[config.mk]
export PLATFORM = sky130hd
export DESIGN_NAME = secattr_guard
export DESIGN_NICKNAME = d
export VERILOG_FILES = /design/src/rtl/secattr_pkg.sv /design/src/rtl/secattr_sticky.sv /design/src/rtl/secattr_window.sv /design/src/rtl/secattr_judge.sv /design/src/rtl/secattr_guard.sv
export SDC_FILE = /design/constraint.sdc
export NUM_CORES = 1
export LEC_CHECK = 0
export BUFFER_PORTS_ARGS = -buffer_cell sky130_fd_sc_hd__buf_2
export CAP_MARGIN = 30
export CORE_MARGIN = 4
export CORE_UTILIZATION = 45
export CTS_CLUSTER_DIAMETER = 60
export DETAILED_ROUTE_END_ITERATION = 8
export PLACE_DENSITY = 0.9
export SYNTH_ARGS = -nofsm -noshare
export SYNTH_HDL_FRONTEND = slang
export SYNTH_SLANG_ARGS = --single-unit
[constraint.sdc]
create_clock -name clk -period 3.95 [get_ports clk]
set_input_delay 0.79 -clock clk [delete_from_list [all_inputs] [get_ports clk]]
set_output_delay 0.79 -clock clk [all_outputs]
set_load 0.1 [all_outputs]
[src/rtl/secattr_pkg.sv]
package secattr_pkg;

    typedef enum logic [1:0] {
        SEL_PERIPH = 2'd0,
        SEL_GPIO   = 2'd1,
        SEL_SRAM   = 2'd2,
        SEL_NONE   = 2'd3
    } attr_sel_e;

    typedef enum logic [1:0] {
        ST_IDLE  = 2'd0,
        ST_ALLOW = 2'd1,
        ST_DENY  = 2'd2
    } judge_state_e;

endpackage

[src/rtl/secattr_sticky.sv]
module secattr_sticky #(
    parameter int W = 8
) (
    input  logic         clk,
    input  logic         rst_n,
    input  logic         set_en,
    input  logic [W-1:0] set_bits,
    output logic [W-1:0] q
);

    for (genvar i = 0; i < W; i++) begin : g_bit
        always_ff @(posedge clk or negedge rst_n) begin
            if (!rst_n) begin
                q[i] <= 1'b0;
            end else if (set_en && set_bits[i]) begin
                q[i] <= 1'b1;
            end
        end
    end

endmodule

[src/rtl/secattr_window.sv]
module secattr_window #(
    parameter logic [31:0] BASE       = 32'h2000_0000,
    parameter int unsigned SECT_BYTES = 8192,
    parameter int unsigned SECTIONS   = 12,
    parameter int unsigned IDX_W      = 4
) (
    input  logic [31:0]      addr,
    output logic             hit,
    output logic [IDX_W-1:0] idx
);

    localparam int unsigned SHIFT = $clog2(SECT_BYTES);
    localparam logic [31:0] SPAN  = 32'(SECTIONS * SECT_BYTES);

    logic [31:0] offset;

    always_comb begin
        offset = addr - BASE;
        hit    = (offset < SPAN);
        idx    = offset[SHIFT+IDX_W-1:SHIFT];
    end

endmodule

[src/rtl/secattr_judge.sv]
module secattr_judge
    import secattr_pkg::*;
#(
    parameter int unsigned SECTIONS = 12,
    parameter int unsigned IDX_W    = 4
) (
    input  logic                clk,
    input  logic                rst_n,
    input  logic                req,
    input  logic                req_ns,
    input  logic                sec_hit,
    input  logic                ns_hit,
    input  logic [IDX_W-1:0]    ns_idx,
    input  logic [SECTIONS-1:0] sect_ns,
    output logic                grant,
    output logic                viol
);

    judge_state_e state, state_n;
    logic         sect_open;

    always_comb begin
        sect_open = ns_hit && (32'(ns_idx) < SECTIONS) && sect_ns[ns_idx];
        state_n   = ST_IDLE;
        if (req) begin
            if (!req_ns) begin
                state_n = ST_ALLOW;
            end else if (sec_hit) begin
                state_n = ST_DENY;
            end else if (ns_hit && !sect_open) begin
                state_n = ST_DENY;
            end else begin
                state_n = ST_ALLOW;
            end
        end
    end

    always_ff @(posedge clk or negedge rst_n) begin
        if (!rst_n) begin
            state <= ST_IDLE;
        end else begin
            state <= state_n;
        end
    end

    always_comb begin
        unique case (state)
            ST_IDLE: begin
                grant = 1'b0;
                viol  = 1'b0;
            end
            ST_ALLOW: begin
                grant = 1'b1;
                viol  = 1'b0;
            end
            ST_DENY: begin
                grant = 1'b0;
                viol  = 1'b1;
            end
            default: begin
                grant = 1'b0;
                viol  = 1'b0;
            end
        endcase
    end

endmodule

[src/rtl/secattr_guard.sv]
module secattr_guard
    import secattr_pkg::*;
#(
    parameter int          DATA_W     = 32,
    parameter int          PERIPH_W   = 32,
    parameter int          GPIO_W     = 8,
    parameter int unsigned SECTIONS   = 12,
    parameter int unsigned SECT_BYTES = 8192,
    parameter logic [31:0] SEC_BASE   = 32'h2000_0000,
    parameter logic [31:0] NS_BASE    = 32'h3000_0000
) (
    input  logic                clk,
    input  logic                rst_n,
    input  logic                reg_wr,
    input  logic [1:0]          reg_sel,
    input  logic [DATA_W-1:0]   reg_wdata,
    input  logic [1:0]          reg_rsel,
    output logic [DATA_W-1:0]   reg_rdata,
    input  logic                acc_valid,
    input  logic [31:0]         acc_addr,
    input  logic                acc_ns,
    output logic [PERIPH_W-1:0] periph_ns,
    output logic [GPIO_W-1:0]   gpio_ns,
    output logic [SECTIONS-1:0] sram_ns,
    output logic                acc_grant,
    output logic                acc_viol
);

    localparam int unsigned IDX_W = (SECTIONS > 1) ? $clog2(SECTIONS) : 1;

    logic             sec_hit, ns_hit;
    logic [IDX_W-1:0] ns_idx, sec_idx_unused;

    secattr_sticky #(.W(PERIPH_W)) u_periph (
        .clk(clk), .rst_n(rst_n),
        .set_en(reg_wr && (reg_sel == SEL_PERIPH)),
        .set_bits(reg_wdata[PERIPH_W-1:0]),
        .q(periph_ns)
    );

    secattr_sticky #(.W(GPIO_W)) u_gpio (
        .clk(clk), .rst_n(rst_n),
        .set_en(reg_wr && (reg_sel == SEL_GPIO)),
        .set_bits(reg_wdata[GPIO_W-1:0]),
        .q(gpio_ns)
    );

    secattr_sticky #(.W(int'(SECTIONS))) u_sram (
        .clk(clk), .rst_n(rst_n),
        .set_en(reg_wr && (reg_sel == SEL_SRAM)),
        .set_bits(reg_wdata[SECTIONS-1:0]),
        .q(sram_ns)
    );

    secattr_window #(
        .BASE(SEC_BASE), .SECT_BYTES(SECT_BYTES), .SECTIONS(SECTIONS), .IDX_W(IDX_W)
    ) u_sec_win (
        .addr(acc_addr), .hit(sec_hit), .idx(sec_idx_unused)
    );

    secattr_window #(
        .BASE(NS_BASE), .SECT_BYTES(SECT_BYTES), .SECTIONS(SECTIONS), .IDX_W(IDX_W)
    ) u_ns_win (
        .addr(acc_addr), .hit(ns_hit), .idx(ns_idx)
    );

    secattr_judge #(.SECTIONS(SECTIONS), .IDX_W(IDX_W)) u_judge (
        .clk(clk), .rst_n(rst_n),
        .req(acc_valid), .req_ns(acc_ns),
        .sec_hit(sec_hit), .ns_hit(ns_hit), .ns_idx(ns_idx),
        .sect_ns(sram_ns),
        .grant(acc_grant), .viol(acc_viol)
    );

    always_comb begin
        reg_rdata = '0;
        case (reg_rsel)
            SEL_PERIPH: reg_rdata[PERIPH_W-1:0] = periph_ns;
            SEL_GPIO:   reg_rdata[GPIO_W-1:0]   = gpio_ns;
            SEL_SRAM:   reg_rdata[SECTIONS-1:0] = sram_ns;
            default:    reg_rdata = '0;
        endcase
    end

endmodule

==> results of run 1 <==
-- cell type report --
| cell class | count | area, sq um |
|---|---|---|
| Fill cell | 436 | 1850 |
| Sequential cell | 54 | 1350 |
| Multi-Input combinational cell | 141 | 1020 |
| Timing Repair Buffer | 150 | 763 |
| Tap cell | 70 | 87.6 |
| Clock buffer | 6 | 72.6 |
| Clock inverter | 2 | 13.8 |
| Inverter | 2 | 7.51 |
-- cell families (layout without fill, tap and decap cells) --
| group | after synthesis | in the layout | share of synthesized area, % |
|---|---|---|---|
| AOI/OAI and AO/OA | 67 | 67 | 20.3 |
| DFF | 54 | 54 | 55.7 |
| and+or+nand+nor | 52 | 52 | 12.1 |
| muxes | 18 | 18 | 7.89 |
| buffers and inverters | 13 | 160 | 2.22 |
| adders and majority gates | 2 | 2 | 1.03 |
| xor gates and xnor gates | 2 | 2 | 0.723 |
-- worst max-delay path: stages --
cell and delay, ns:
buf_2 0.09, nor2b_1 0.67, nand2_1 0.13, o21ai_1 0.10
buf_2 0.44
-- worst min-delay path by stage --
stage	cells after the start	from	endpoint	slack (ns)
global route	1	u_periph.q[17]	u_periph.q[17]	0.50
detailed placement	1	u_periph.q[27]	u_periph.q[27]	0.45
finish	1	u_periph.q[27]	u_periph.q[27]	0.48
CTS	1	u_periph.q[27]	u_periph.q[27]	0.48
global placement	1	u_periph.q[12]	u_periph.q[12]	0.45
floorplan	0	rst_n	u_gpio.q[0]	0.49
-- power groups by stage --
stage | logic (mW) | registers [mW] | clock network, mW
6_report | 0.614 | 0.606 | 0.304
5_1_grt | 0.634 | 0.611 | 0.332
4_1_cts | 0.617 | 0.606 | 0.309
3_5_place_dp | 0.616 | 0.617 | 0
3_3_place_gp | 0.609 | 0.615 | 0
2_1_floorplan | 0.263 | 0.825 | 0
-- stage by stage --
stage	setup slack (ns)	cell area, sq um
2_1_floorplan	0.434	2420
3_3_place_gp	0.987	3230
3_5_place_dp	0.930	3230
4_1_cts	0.923	3320
5_1_grt	0.815	3320
6_report	0.945	3320
-- layout by cell type, fill, tap and decap left out, types with 2 or more instances in the layout --
| cell | Yosys | layout |
|---|---|---|
| buf_2 | 4 | 145 |
| dfrtp_1 | 54 | 54 |
| a21o_1 | 52 | 52 |
| and2_1 | 20 | 20 |
| mux2i_1 | 12 | 12 |
| nor2_1 | 9 | 9 |
| nand2_1 | 9 | 9 |
| o21ai_1 | 0 | 8 |
| mux2_2 | 5 | 5 |
| clkbuf_8 | 0 | 5 |
| buf_4 | 0 | 5 |
| nor2b_1 | 3 | 3 |
| nand3b_1 | 3 | 3 |
| inv_1 | 2 | 2 |
| o2111ai_1 | 2 | 2 |
| ha_1 | 2 | 2 |
-- sequential cells by signal (all words and copies together), names as in the netlist --
register,cells
u_periph.q,32
u_gpio.q,8
u_judge.state,2
u_sram.q,12
-- routing by layer --
layer  GRT usage [%]  vias up  share of wire (%)
met5               0        -                  0
met4            9.12        0                2.4
met3            2.55       15                6.3
met2            38.4       87                 52
met1            25.1     1088                 39
li1                -     1023                  -
==> results.json, run 1 <==
{
  "netlist.area_leader.share_pct": 55.7,
  "leakage_nw": 1.53,
  "vias_per_cell": 5.21,
  "post_drt_wl_per_cell_um": 16.3,
  "grt_pass1_wl_mm": 10.6,
  "end_kind": "primary output",
  "worstSetupEndpoint": "reg_rdata[7]",
  "diodes": 0,
  "r2r-start": "u_sram.q[11]",
  "async_reset_ff_share_pct": 100,
  "die_x_um": 81.4,
  "fin_util_pct": 64.2,
  "worst-r2r-setup-slack_ns": 2.49,
  "grt_pass1_vias": 2202,
  "drc": 0,
  "cts.clk_slew.worst_paths_ns": 0.10,
  "grt_usage_pct": 21.2,
  "drive_gt1_share_pct": 46.5,
  "path_max_fanout": 8,
  "max-vdd-ir-drop_mv": 0.319,
  "syn_area_sq_um": 2420,
  "antenna_found_initial": 0,
  "synth_common_cells": "54 x dfrtp_1, 52 x a21o_1, 20 x and2_1, 12 x mux2i_1",
  "critPathRequiredTime_ns": 3.16,
  "pin_count": 159,
  "clock-sinks": 54,
  "timing.final.crit_share_pct": 76.1,
  "cts_buffers": 5,
  "switchingPower_uw": 714,
  "gp_congestion": 0.800,
  "ant_nets": 0,
  "r2r_end": "u_judge.state[0]",
  "post_cts_buffers": 0,
  "reg2reg_depth": 4,
  "p_comb_share_pct": 40.3,
  "start_util_pct": 46.9,
  "synthesis.nets": 283,
  "synth_area_leaders": "dfrtp_1 56%, a21o_1 16%, and2_1 5.2%",
  "finClkSkew_ns": 0.0141,
  "max_freq_mhz": 333,
  "netlist.top_cell.by_area": "dfrtp_1",
  "yosysMostFrequentCell": "dfrtp_1",
  "ys.flop_type": "dfrtp_1",
  "root_buffer": "clkbuf_8",
  "cp-start-kind": "input port",
  "postSynthAreaPerCell_sq_um": 11.7,
  "io_buffer_count": 145,
  "timing_worst_setup_path_type": "in2out",
  "overflow": 0,
  "min_period_ns": 3.01,
  "cap_violations": 0,
  "intPower_uw": 810,
  "timing.slew.headroom_pct": 39.2,
  "synth_edf_count": 0,
  "status": "finished clean",
  "startpoint": "reg_rsel[1]",
  "cts_buffer_depth": 2,
  "ctsResizeCount": 0,
  "core_sq_um": 5170,
  "row_count": 26,
  "hold_buffers": 0,
  "yosysSeqAreaShare_pct": 55.7,
  "worstHoldPathType": "reg2reg",
  "ys_seq_elements": 54,
  "nets": 429,
  "rsz0062_at_grt": "false",
  "arrival_ns": 2.22,
  "tritoncts": "yes",
  "routed_wl_mm": 6.92,
  "netlist_instances": 208,
  "dr.pass1.iters": 4,
  "insertion_delay_ns": 0.31,
  "grt_max_degree": 55,
  "p_total_mw": 1.52,
  "hold_viol_final": 0,
  "powerDensity_nw_per_um2": 459,
  "final_cell_count_no_fill": 425,
  "via_count": 2213,
  "synthDistinctLibCells": 30,
  "die_y_um": 81.4,
  "area_growth_pct": 36.9,
  "clock_power_share_pct": 19.9,
  "drtIter0Drc": 71,
  "seqPwrFrac_pct": 39.8,
  "final-setup-viol-count": 0,
  "swShare_pct": 46.8,
  "yosysWarnings": 0,
  "fp.dieArea_sq_um": 6630,
  "hold_ws_ns": 0.475,
  "drv_slew": 0,
  "dp.cells": 417,
  "tightestPinTransition_ns": 0.908,
  "tns_ns": 0,
  "cts_max_level": 2,
  "dp_hpwl_mm": 5.44
}
No activity file was read; power rests on OpenSTA's default activity.
==> inputs of run 2 (changes only) <==
ABC_AREA = 1   (was default)
CORE_UTILIZATION = 43   (was 45)
PLACE_DENSITY = 0.85   (was 0.9)
clock period = 2.9 ns   (was 3.95 ns; I/O delays follow)
==> results.json, run 2 <==
{
  "cts_max_level": 2,
  "fillCellCount": 501,
  "powerDensity_nw_per_um2": 438,
  "cts_buffer_depth": 2,
  "critPathMaxStageDelay_ns": 0.46,
  "end_kind": "primary output",
  "dr.pass1.iters": 4,
  "dp.cells": 539,
  "core_sq_um": 5640,
  "netlist_instances": 327,
  "nets": 549,
  "path_cells": "buf_2 > nor2_1 > inv_2 > o22ai_2 > buf_2",
  "max-vdd-ir-drop_mv": 0.231,
  "max_freq_mhz": 407,
  "grt_pass1_wl_mm": 12.3,
  "ant_nets": 0,
  "final_cell_mix": "145 x buf_2, 91 x inv_1, 67 x nand2_1",
  "start_util_pct": 45.6,
  "cap_violations": 0,
  "cts.clk_slew.worst_paths_ns": 0.10,
  "io_buffer_count": 145,
  "status": "finished clean",
  "yosysMostFrequentCell": "inv_1",
  "path_max_fanout": 32,
  "tns_ns": 0,
  "diodes": 0,
  "drtIter0Drc": 70,
  "drv_slew": 0,
  "grt_max_degree": 33,
  "rsz0062_at_grt": "false",
  "synth_common_cells": "91 x inv_1, 67 x nand2_1, 54 x dfrtp_1, 31 x nor2_1, 18 x o21ai_0",
  "ys.flop_type": "dfrtp_1",
  "final_cell_count_no_fill": 547,
  "timing_worst_setup_path_type": "in2out",
  "timing.slew.headroom_pct": 40.7,
  "cp_num_buf_inv": 3,
  "syn_area_sq_um": 2570,
  "fp.dieArea_sq_um": 7290,
  "die_y_um": 85.4,
  "placed_cell_area_sq_um": 3490,
  "largest_reg_flops": 32,
  "overflow": 0,
  "via_count": 2550,
  "netlist.top_cell.by_area": "dfrtp_1",
  "post_cts_buffers": 0,
  "synth_area_leaders": "dfrtp_1 53%, inv_1 13%, nand2_1 9.8%",
  "regMostFlops": "u_periph.q",
  "final-setup-viol-count": 0,
  "cts_buffers": 5,
  "min_period_ns": 2.46,
  "tightestPinTransition_ns": 0.885,
  "clock-sinks": 54,
  "area_growth_pct": 38.9,
  "grt_usage_pct": 21.2,
  "die_x_um": 85.4,
  "grt_pass1_vias": 2628,
  "drive_gt1_share_pct": 41.9,
  "slowest_stage": "buf_2",
  "regArea_sq_um": 1350,
  "fin_util_pct": 63.4,
  "dp_hpwl_mm": 5.97,
  "tritoncts": "yes",
  "arrival_ns": 1.88,
  "drc": 0,
  "yosysSeqAreaShare_pct": 52.5,
  "fin_area_sq_um": 3580,
  "final_common_cell": "buf_2",
  "ys_seq_elements": 54,
  "synthDistinctLibCells": 23,
  "cp_common_cell": "buf_2",
  "insertion_delay_ns": 0.30,
  "multiInputGateArea_sq_um": 936,
  "hold_buffers": 0,
  "timing.final.crit_share_pct": 84.8,
  "cp-start-kind": "input port",
  "antenna_found_initial": 0,
  "crit_family": "buffers and inverters",
  "hold_viol_final": 0,
  "postSynthAreaPerCell_sq_um": 7.87,
  "netlist.area_leader.share_pct": 52.5,
  "synthesis.nets": 402,
  "pin_count": 159,
  "reg.largest.list": "u_periph.q: 32 flops, u_sram.q: 12 flops, u_gpio.q: 8 flops",
  "critPathRequiredTime_ns": 2.32,
  "post_drt_wl_per_cell_um": 13.6,
  "ctsResizeCount": 0,
  "yosysWarnings": 0,
  "leakage_nw": 2.08,
  "async_reset_ff_share_pct": 100,
  "routed_wl_mm": 7.46,
  "worstHoldPathType": "in2async",
  "root_buffer": "clkbuf_8",
  "finClkSkew_ns": 0.00386,
  "synth_edf_count": 0,
  "vias_per_cell": 4.66,
  "row_count": 27,
  "gp_congestion": 0.838
}
## run 2: cell families after synthesis
| group | Yosys count | share of synthesized area (%) |
|---|---|---|
| and+or+nand+nor | 117 | 19.6 |
| xor gates and xnor gates | 2 | 0.681 |
| DFF | 54 | 52.5 |
| adders and majority gates | 2 | 0.972 |
| AOI/OAI and AO/OA | 46 | 10.6 |
| buffers and inverters | 106 | 15.6 |
## run 2: where the power goes
| group | switching (mW) | total [mW] | internal, mW |
|---|---|---|---|
| sequential | 0.000340 | 0.753 | 0.753 |
| combinational | 0.322 | 0.403 | 0.0810 |
| clock | 0.241 | 0.412 | 0.171 |
| total | 0.563 | 1.57 | 1.01 |
## run 2: per-stage QoR
stage | hold slack [ns] | power, mW | worst slack (ns)
after floorplan | 0.284 | 1.07 | -0.000876
after global placement | 0.465 | 1.17 | 0.449
after detailed placement | 0.474 | 1.17 | 0.419
after CTS | 0.273 | 1.58 | 0.425
after global routing | 0.301 | 1.65 | 0.327
final | 0.268 | 1.57 | 0.442
## run 2: worst register-to-register path: cells and delay by family, from the launching register on
kind,cells,cell delay (ns)
buffers and inverters,1,0.12
AND/OR/NAND/NOR,7,0.48
flip-flops,1,0.38
AO/OA/AOI/OAI,1,0.11
## run 2: metal layers
metal | up-vias | GRT usage (%) | part of all wire (%)
li1 | 1269 | - | -
met3 | 15 | 3.20 | 5.3
met2 | 81 | 39.1 | 52
met1 | 1185 | 24.7 | 40
met5 | - | 0 | 0
met4 | 0 | 7.48 | 2.4
## run 2: layout make-up
type                            count  share of cell area (%)
Inverter                           99                    10.4
Sequential cell                    54                    37.8
Tap cell                           72                    2.52
Multi-Input combinational cell    167                    26.2
Timing Repair Buffer              147                    20.7
Clock inverter                      2                   0.385
Clock buffer                        6                    2.03
## run 2: path summary, 6_finish.rpt
kind                              startpoint                to  slack, ns  cells past startpoint
worst min-delay path                   rst_n    u_periph.q[22]       0.27                      1
min in group clk                reg_wdata[9]       u_sram.q[9]       0.49                      3
worst max register to register  u_sram.q[11]  u_judge.state[1]       1.75                      9
worst max-delay path             reg_rsel[1]      reg_rdata[9]       0.44                      5
worst min register to register   u_gpio.q[2]       u_gpio.q[2]       0.50                      2
max in group asynchronous              rst_n       u_sram.q[8]       1.84                      2
